## src/rtl/r22_pkg.sv

```systemverilog
package r22_pkg;

  // Operating phase of one feedback butterfly
  typedef enum logic {
    PH_FILL    = 1'b0,   // pass delayed data out, load incoming sample
    PH_COMBINE = 1'b1    // add/subtract against the delayed sample
  } bf_phase_e;

  // Control word produced by the sequencer for one accepted sample
  typedef struct packed {
    logic      accept;
    bf_phase_e ph1;
    bf_phase_e ph2;
    logic      rot;
    logic      out_v;
  } seq_ctl_t;

endpackage

```

## src/rtl/r22_seq_ctrl.sv

```systemverilog
module r22_seq_ctrl
  import r22_pkg::*;
#(
  parameter int N = 16
) (
  input  logic     clk,
  input  logic     rst_n,
  input  logic     in_valid,
  input  logic     in_start,
  output seq_ctl_t ctl
);

  localparam int L = $clog2(N);
  localparam logic [L-1:0] IDX_ZERO = '0;

  logic [L-1:0] cnt_q, cnt_d, idx;
  logic         run_q, run_d;
  logic         primed_q, primed_d;
  logic         acc, late;

  // next-state and control decode
  always_comb begin
    idx      = in_start ? IDX_ZERO : cnt_q;
    acc      = in_valid & (in_start | run_q);
    late     = idx[L-1] & idx[L-2];
    cnt_d    = cnt_q;
    run_d    = run_q;
    primed_d = primed_q;
    if (acc) begin
      cnt_d = idx + L'(1);
      run_d = 1'b1;
      if (late) primed_d = 1'b1;
    end
    ctl.accept = acc;
    ctl.ph1    = idx[L-1] ? PH_COMBINE : PH_FILL;
    ctl.ph2    = idx[L-2] ? PH_COMBINE : PH_FILL;
    // recycled differences arrive while ph1 is FILL; rotate their n2=1 part
    ctl.rot    = ~idx[L-1] & idx[L-2];
    ctl.out_v  = acc & (primed_q | late);
  end

  // state registers
  always_ff @(posedge clk or negedge rst_n) begin
    if (!rst_n) begin
      cnt_q    <= '0;
      run_q    <= 1'b0;
      primed_q <= 1'b0;
    end else begin
      cnt_q    <= cnt_d;
      run_q    <= run_d;
      primed_q <= primed_d;
    end
  end

endmodule

```

## src/rtl/r22_fb_delay.sv

```systemverilog
module r22_fb_delay #(
  parameter int DEPTH = 8,
  parameter int DW    = 9
) (
  input  logic          clk,
  input  logic          en,
  input  logic [DW-1:0] din,
  output logic [DW-1:0] dout
);

  logic [DW-1:0] tap_q [DEPTH];

  // datapath shift line, advanced only with the clock enable
  always_ff @(posedge clk) begin
    if (en) begin
      tap_q[0] <= din;
      for (int k = 1; k < DEPTH; k++) tap_q[k] <= tap_q[k-1];
    end
  end

  assign dout = tap_q[DEPTH-1];

endmodule

```

## src/rtl/r22_fb_butterfly.sv

```systemverilog
module r22_fb_butterfly
  import r22_pkg::*;
#(
  parameter int IW    = 8,
  parameter int OW    = 9,
  parameter int DEPTH = 8,
  parameter bit GROW  = 1'b1
) (
  input  logic                 clk,
  input  logic                 en,
  input  bf_phase_e            phase,
  input  logic signed [IW-1:0] in_re,
  input  logic signed [IW-1:0] in_im,
  output logic signed [OW-1:0] out_re,
  output logic signed [OW-1:0] out_im
);

  localparam int AW = IW + 1;  // full-precision adder width

  logic signed [IW-1:0] x_c [2];
  logic signed [OW-1:0] y_c [2];

  assign x_c[0] = in_re;
  assign x_c[1] = in_im;
  assign out_re = y_c[0];
  assign out_im = y_c[1];

  for (genvar c = 0; c < 2; c++) begin : g_comp
    logic signed [OW-1:0] fb, wr, y;
    logic signed [AW-1:0] a, b, s, d, s_r, d_r;

    r22_fb_delay #(.DEPTH(DEPTH), .DW(OW)) i_dly (
      .clk  (clk),
      .en   (en),
      .din  (wr),
      .dout (fb)
    );

    always_comb begin
      a = AW'(fb);
      b = AW'(x_c[c]);
      s = a + b;
      d = a - b;
      if (GROW) begin
        s_r = s;
        d_r = d;
      end else begin
        s_r = s >>> 1;
        d_r = d >>> 1;
      end
      if (phase == PH_COMBINE) begin
        y  = OW'(s_r);
        wr = OW'(d_r);
      end else begin
        y  = fb;
        wr = OW'(b);
      end
    end

    assign y_c[c] = y;
  end

endmodule

```

## src/rtl/r22_sdf_stage.sv

```systemverilog
module r22_sdf_stage
  import r22_pkg::*;
#(
  parameter int  N    = 16,
  parameter int  W    = 8,
  parameter bit  GROW = 1'b1,
  localparam int G    = GROW ? 1 : 0,
  localparam int OW   = W + 2 * G
) (
  input  logic                 clk,
  input  logic                 rst_n,
  input  logic                 in_valid,
  input  logic                 in_start,
  input  logic signed [W-1:0]  in_re,
  input  logic signed [W-1:0]  in_im,
  output logic                 out_valid,
  output logic signed [OW-1:0] out_re,
  output logic signed [OW-1:0] out_im
);

  localparam int W1  = W + G;   // first butterfly output width
  localparam int IW2 = W1 + 1;  // room for negating the most negative code

  seq_ctl_t ctl;

  r22_seq_ctrl #(.N(N)) i_seq (
    .clk      (clk),
    .rst_n    (rst_n),
    .in_valid (in_valid),
    .in_start (in_start),
    .ctl      (ctl)
  );

  logic signed [W1-1:0] s1_re, s1_im;

  r22_fb_butterfly #(.IW(W), .OW(W1), .DEPTH(N/2), .GROW(GROW)) i_bf_a (
    .clk    (clk),
    .en     (ctl.accept),
    .phase  (ctl.ph1),
    .in_re  (in_re),
    .in_im  (in_im),
    .out_re (s1_re),
    .out_im (s1_im)
  );

  // -j rotation: swap the words and negate, in a widened word
  logic signed [IW2-1:0] e_re, e_im, r_re, r_im;

  always_comb begin
    e_re = IW2'(s1_re);
    e_im = IW2'(s1_im);
    if (ctl.rot) begin
      r_re = e_im;
      r_im = -e_re;
    end else begin
      r_re = e_re;
      r_im = e_im;
    end
  end

  logic signed [OW-1:0] s2_re, s2_im;

  r22_fb_butterfly #(.IW(IW2), .OW(OW), .DEPTH(N/4), .GROW(GROW)) i_bf_b (
    .clk    (clk),
    .en     (ctl.accept),
    .phase  (ctl.ph2),
    .in_re  (r_re),
    .in_im  (r_im),
    .out_re (s2_re),
    .out_im (s2_im)
  );

  // output registers
  always_ff @(posedge clk or negedge rst_n) begin
    if (!rst_n) out_valid <= 1'b0;
    else        out_valid <= ctl.out_v;
  end

  always_ff @(posedge clk) begin
    if (ctl.accept) begin
      out_re <= s2_re;
      out_im <= s2_im;
    end
  end

endmodule

```

## config.mk

```make
export PLATFORM = sky130hd
export DESIGN_NAME = r22_sdf_stage
export DESIGN_NICKNAME = d
export VERILOG_FILES = /design/src/rtl/r22_pkg.sv /design/src/rtl/r22_seq_ctrl.sv /design/src/rtl/r22_fb_delay.sv /design/src/rtl/r22_fb_butterfly.sv /design/src/rtl/r22_sdf_stage.sv
export SDC_FILE = /design/constraint.sdc
export NUM_CORES = 1
export LEC_CHECK = 0
export BUFFER_PORTS_ARGS = -buffer_cell sky130_fd_sc_hd__buf_2
export CAP_MARGIN = 15
export CORE_MARGIN = 2
export CORE_UTILIZATION = 62
export DETAILED_ROUTE_END_ITERATION = 10
export PLACE_DENSITY_LB_ADDON = 0.2
export SYNTH_ARGS = -nofsm -noshare
export SYNTH_HDL_FRONTEND = slang
export SYNTH_SLANG_ARGS = --single-unit
```

## constraint.sdc

```tcl
create_clock -name clk -period 7.5 [get_ports clk]
set_input_delay 0 -clock clk [delete_from_list [all_inputs] [get_ports clk]]
set_output_delay 0 -clock clk [all_outputs]
set_load 0.01 [all_outputs]
```

* Yosys cells after proc, flatten, opt, wreduce, memory -nomap -nowiden
Memory sizes are Yosys's and may differ from the RTL's.
Cells that the tools add are included.
** Word-level totals
- Register bits after elaboration :: 27
- RAM bits :: 224
- Input port bits :: 20
- Memories kept :: 4
** Cells by class
- Add/sub/neg operators :: 10
- Multiplexer cells :: 15
- Bitwise gates (word level) :: 7
- Reduce and logical (&&, ||, !) cells :: 1
** Memory list
- i_bf_a.g_comp[0].i_dly.tap_q :: words 8, bits a word 9, rd ports 8, clocked after memory_dff 0, write ports 8, RTL line r22_fb_delay.sv:11 : logic [DW-1:0] tap_q [DEPTH];
- i_bf_a.g_comp[1].i_dly.tap_q :: words 8, bits a word 9, rd ports 8, clocked after memory_dff 0, write ports 8, RTL line r22_fb_delay.sv:11
- i_bf_b.g_comp[0].i_dly.tap_q :: words 4, bits a word 10, rd ports 4, clocked after memory_dff 0, write ports 4, RTL line r22_fb_delay.sv:11
- i_bf_b.g_comp[1].i_dly.tap_q :: words 4, bits a word 10, rd ports 4, clocked after memory_dff 0, write ports 4, RTL line r22_fb_delay.sv:11
** Operators by type and width (count)
- two-way mux 10 bit :: 6
- two-way mux 9 bit :: 4
- adder 10 bit :: 2
- subtractor 10 bit :: 2
- adder 9 x 8 -> 9 bit :: 2
- subtractor 9 x 8 -> 9 bit :: 2
- negator 9 -> 10 bit :: 1
- adder 4 x 1 -> 4 bit (second input constant) :: 1
- bitwise AND 1 bit :: 4
- two-way mux 1 bit :: 4
- two-way mux 4 bit :: 1
- bitwise OR 1 bit :: 2
- AND reduction 2 bit :: 1
- NOT 1 bit :: 1

* Logic depth before layout (Yosys ltp)
- Word-level depth :: 7
- Gate-level depth with buffers :: 21
- Gate-level depth less buffers :: 20

* Modules after synthesis
From an unflattened synthesis, not the netlist that was laid out.
** Second synthesis, totals
- Cells, all modules :: 977
- Area total of the unflattened synthesis :: 12492.0 um^2
** By module, submodules not included
- r22_fb_delay (i_bf_a.g_comp[0].i_dly ...) :: instances 2, cells an instance 81, area an instance 2229.6 um^2, sequential area each 2162.1 um^2
- r22_fb_delay (i_bf_b.g_comp[0].i_dly ...) :: instances 2, cells an instance 40, area an instance 1201.2 um^2, sequential area each 1201.2 um^2
- r22_fb_butterfly (i_bf_b) :: instances 1, cells an instance 328, area an instance 2222.1 um^2, sequential area each 0.0 um^2
- r22_fb_butterfly (i_bf_a) :: instances 1, cells an instance 305, area an instance 2099.5 um^2, sequential area each 0.0 um^2
- r22_sdf_stage :: instances 1, cells an instance 71, area an instance 996.0 um^2, sequential area each 625.6 um^2
- r22_seq_ctrl :: instances 1, cells an instance 31, area an instance 312.8 um^2, sequential area each 150.1 um^2

* Worst setup path after synthesis
Ideal clock, no wire load.
- Path type :: reg-to-reg
- Start :: register i_seq.run_q
- End :: register i_seq.primed_q
- Setup time :: 0.086 ns
- Data arrival time :: 5.830 ns
- Setup slack :: 1.584 ns
- Stages on the path, launching flop included :: 4
- Buffers on the path :: 0
- Clock period less this slack :: 5.916 ns
- Cell sequence :: dfrtp_1 -> o21ai_0 -> inv_1 -> a31o_2
** RTL lines
- start: declaration :: RTL line r22_seq_ctrl.sv:17 : logic run_q, run_d;
- start signal: assignment :: RTL line r22_seq_ctrl.sv:50 : run_q <= run_d;
- end signal: assignment :: RTL line r22_seq_ctrl.sv:51 : primed_q <= primed_d;
- end: declaration :: RTL line r22_seq_ctrl.sv:18 : logic primed_q, primed_d;

* Worst setup path after layout
- Start :: register i_seq.cnt_q[3]
- End :: register out_im[9] (data pin)
** On the way
- Word-level cells in the longest chain between the ends :: 7
- Elaborated cells on any way between the ends :: 10
- Those cells by class :: add/sub: 2; mux: 6; bitwise: 2
** RTL lines
- start: declaration :: RTL line r22_seq_ctrl.sv:16 : logic [L-1:0] cnt_q, cnt_d, idx;
- start signal: assignment :: RTL line r22_seq_ctrl.sv:49 : cnt_q <= cnt_d;
- two-way mux 4 bit * :: RTL line r22_seq_ctrl.sv:23 : idx = in_start ? IDX_ZERO : cnt_q;
- two-way mux 1 bit :: RTL line r22_seq_ctrl.sv:35 : ctl.ph1 = idx[L-1] ? PH_COMBINE : PH_FILL;
- two-way mux 9 bit :: RTL line r22_fb_butterfly.sv:51 : if (phase == PH_COMBINE) begin
- negator 9 -> 10 bit :: RTL line r22_sdf_stage.sv:54 : r_im = -e_re;
- two-way mux 10 bit * :: RTL line r22_sdf_stage.sv:52 : if (ctl.rot) begin
- adder 10 bit * :: RTL line r22_fb_butterfly.sv:42 : s = a + b;
- two-way mux 10 bit * :: RTL line r22_fb_butterfly.sv:51
- via i_bf_b.out_im[9] :: RTL line r22_fb_butterfly.sv:15 : output logic signed [OW-1:0] out_im
- end signal: assignment :: RTL line r22_sdf_stage.sv:82 : out_im <= s2_im;
- end: declaration :: RTL line r22_sdf_stage.sv:18 : output logic signed [OW-1:0] out_im
The timed path passes the listed nets; every way through them passes the cells marked *.
A chain may end at the register's enable or synchronous reset.

==> impl_metrics.toml <==
[timing]
fmax_mhz = 207
setup_violations = 0
skew_ns = 0.0116
rsz0062_at_grt = "no"
hold_violations = 0
timing.final.max_slew_violations = 0
worst_pin_slew_ns = 1.11
relSlewSlack_pct = 26.1
fin_crit_sh_pct = 64.4
fin_crit_ns = 4.83
tns_ns = 0

[worst_setup_path]
crit_arrival_ns = 5.09
crit_buf_inv = 0
cp_max_fo = 56
slowest_delay_ns = 0.77
timing.setup.critical_path_class = "flop to flop"
crit_start = "i_seq.cnt_q[3]"
startpoint_type = "flop"
cpMostUsedCell = "a21oi_1"
path_cells = "nand2b_2, nor2_1, a21oi_1, ha_1, xnor2_1, a21oi_1, ha_1, a21oi_1, o21ai_1, o41ai_1, nor2_1, a211oi_1, or3_1, a21oi_1, nand4b_1"
crit_path_end_kind = "flop"
crit_family = "compound AO/OA/AOI/OAI gates"
r2r-start = "i_seq.cnt_q[3]"
critPathSlowestCell = "nand2b_2"
required_ns = 7.76

[global_route]
grt_max_degree = 175
track_usage_pct = 20.6
grt_first_pass_wirelength_microns = 32300
grt_pass1_vias = 6292
antenna_found_initial = 0
overflow = 0

[synthesis]
synth-async-reset-ratio_pct = 2.79
synth.largest_area_cell = "edfxtp_1"
syn-num-nets = 995
synth_cells = 897
synth_top_area_share_pct = 62.6
ys_warn_count = 0
synth_cell_types = 59
synth_area_leaders = "edfxtp_1, ha_1, o21ai_0, xnor2_1, a21oi_1"
ys_ff_latch = 251
synth_area_sq_um = 11700
synth-main-ff-cell = "edfxtp_1"
avgSynthCellArea_sq_um = 13.0
seq_area_frac_synth_pct = 64.1
synth-edff-count = 244

[route]
ant_nets = 0
drt_iter0_drc = 516
vias = 6727
first_pass_iters = 5
totalWireLength_microns = 20500
drc = 0
wire_per_inst_microns = 16.9
via_per_inst = 5.57

[layout]
drive_gt1_share_pct = 9.96
fin_area_sq_um = 13100
syn_to_final_growth_pct = 11.7
layout_commonest_cell = "edfxtp_1"
mostFrequentLayoutCells = "edfxtp_1, nand2_1, o21ai_0, ha_1, inv_1"
num-nets-final = 1058
diodes = 0

[pwr]
sw_frac_of_total_pct = 26.2
power_switching_uw = 917
p_comb_share_pct = 17.8
p_total_uw = 3490
pwr_density_cell_nw_per_um2 = 267
pwr-share-seq_pct = 49.9
p_leak_uw = 0.00509
clockPowerShare_pct = 32.4
p_int_uw = 2580
vdd_drop_max_mv = 0.219

[cts]
clk_latency_ns = 0.52
clock_sinks = 251
clk_pin_slew_ns = 0.06
root_buffer = "clkbuf_16"
cts_tree = "built"
cts.htree.levels = 1
cts-buffers-inserted = 25
cts_setup_buffers = 0
clockBufferDepth = 3

[placed_design]
placed_area_sq_um = 12100
dpl.hpwl_microns = 13400
port_buffers = 40
place.gp.congestion = 0.866

[job]
drv_cap = 0

[min_path]
min-delay-path-class = "primary input to flop"
hp-start = "in_re[2]"

[floorplan]
core.rowCount = 50
die-area_sq_um = 20000
io_pins = 41
die_w_microns = 141
die_height_microns = 141
core_sq_um = 18600
start_util_pct = 63.0

[outcome]
status = "finished clean"
==> cell type report <==
cell class                      instances  area, sq um
Clock buffer                           28          637
Timing Repair Buffer                   63          433
Sequential cell                       251         7500
Tap cell                              234          293
Fill cell                            1302         5520
Clock inverter                         13         93.8
Multi-Input combinational cell        552         3850
Inverter                               67          259
==> power by group through the flow <==
stage               clock network, uW  registers [uW]  logic [uW]
floorplan                           0            1770         461
global placement                    0            1770         596
detailed placement                  0            1770         601
CTS                              1150            1740         616
global route                     1200            1750         695
finish                           1130            1740         621
==> Yosys cell counts, types with 5 or more instances <==
master	number
xnor2_1	37
clkbuf_1	19
inv_1	66
edfxtp_1	244
fa_1	8
a21oi_1	60
o21bai_1	10
a21o_1	15
a31oi_1	6
nor2_1	46
o21ai_0	70
dfrtp_1	7
nand2b_1	16
a211oi_1	5
nand2_1	80
ha_1	70
nor3b_1	5
and3_1	8
nor3_1	19
xor2_1	15
nand3_1	9
nor2b_1	11
mux2i_1	7
buf_1	6
o21a_1	5
==> state kept, by name (all words and copies together) (netlist names) <==
name and cells:
out_re 10, i_seq.run_q 1, i_bf_a.g_comp.i_dly.tap_q 144, out_im 10, i_seq.cnt_q 4, out_valid 1
i_bf_b.g_comp.i_dly.tap_q 80, i_seq.primed_q 1
==> final timing paths <==
kind | slack, ns | end | depth (start not counted)
setup / recovery | 2.67 | out_im[9] | 15
hold / removal | 0.03 | i_bf_a.g_comp[0].i_dly.tap_q[0][2] | 3
setup reg to reg | 2.67 | out_im[9] | 15
hold reg to reg | 0.42 | i_bf_b.g_comp[0].i_dly.tap_q[2][5] | 0
max in group asynchronous | 6.81 | i_seq.cnt_q[0] | 3
min in group asynchronous | 0.45 | i_seq.run_q | 3
==> worst reg2reg max path, stage by stage (launching register included) <==
cell and delay (ns):
dfrtp_1 0.50, nand2b_2 0.77, nor2_1 0.15, a21oi_1 0.30
ha_1 0.29, xnor2_1 0.15, a21oi_1 0.11, ha_1 0.43
a21oi_1 0.26, o21ai_1 0.14, o41ai_1 0.41, nor2_1 0.10
a211oi_1 0.55, or3_1 0.19, a21oi_1 0.06, nand4b_1 0.16
==> kinds of logic (layout without fill, tap and decap cells) <==
group	count (synthesis)	count (layout)	synth area share, %
buffers and inverters	94	171	3.04
adder cells (fa/ha/maj)	78	78	8.85
XOR/XNOR	52	52	3.89
flip-flops	251	251	64.1
AO/OA/AOI/OAI	202	202	10.5
AND/OR/NAND/NOR	211	211	8.65
multiplexers	9	9	0.909
==> routing by layer <==
metal	track usage (%)	part of all wire, %	routed length, microns	up-vias
li1	-	-	-	3361
met1	31.8	49	10100	3188
met2	30.8	44	8900	145
met3	2.97	4.2	864	33
met4	6.16	2.9	597	0
met5	0	0	0	-
==> per-stage QoR <==
stage	hold WS (ns)	util [%]	setup WS (ns)	std cells
after floorplan	-0.296	-	1.58	897
after global placement	-0.155	65.3	2.79	1147
after detailed placement	-0.157	65.3	2.62	1147
after CTS	0.00944	70.2	2.58	1207
after global routing	0.0384	70.3	2.08	1208
final	0.0309	70.3	2.67	1208
==> timing repair <==
item                                   CTS  global route
resized for setup                        0             0
hold buffers                            19             0
endpoints found under the hold margin   28             0
No activity file was read; power rests on OpenSTA's default activity.
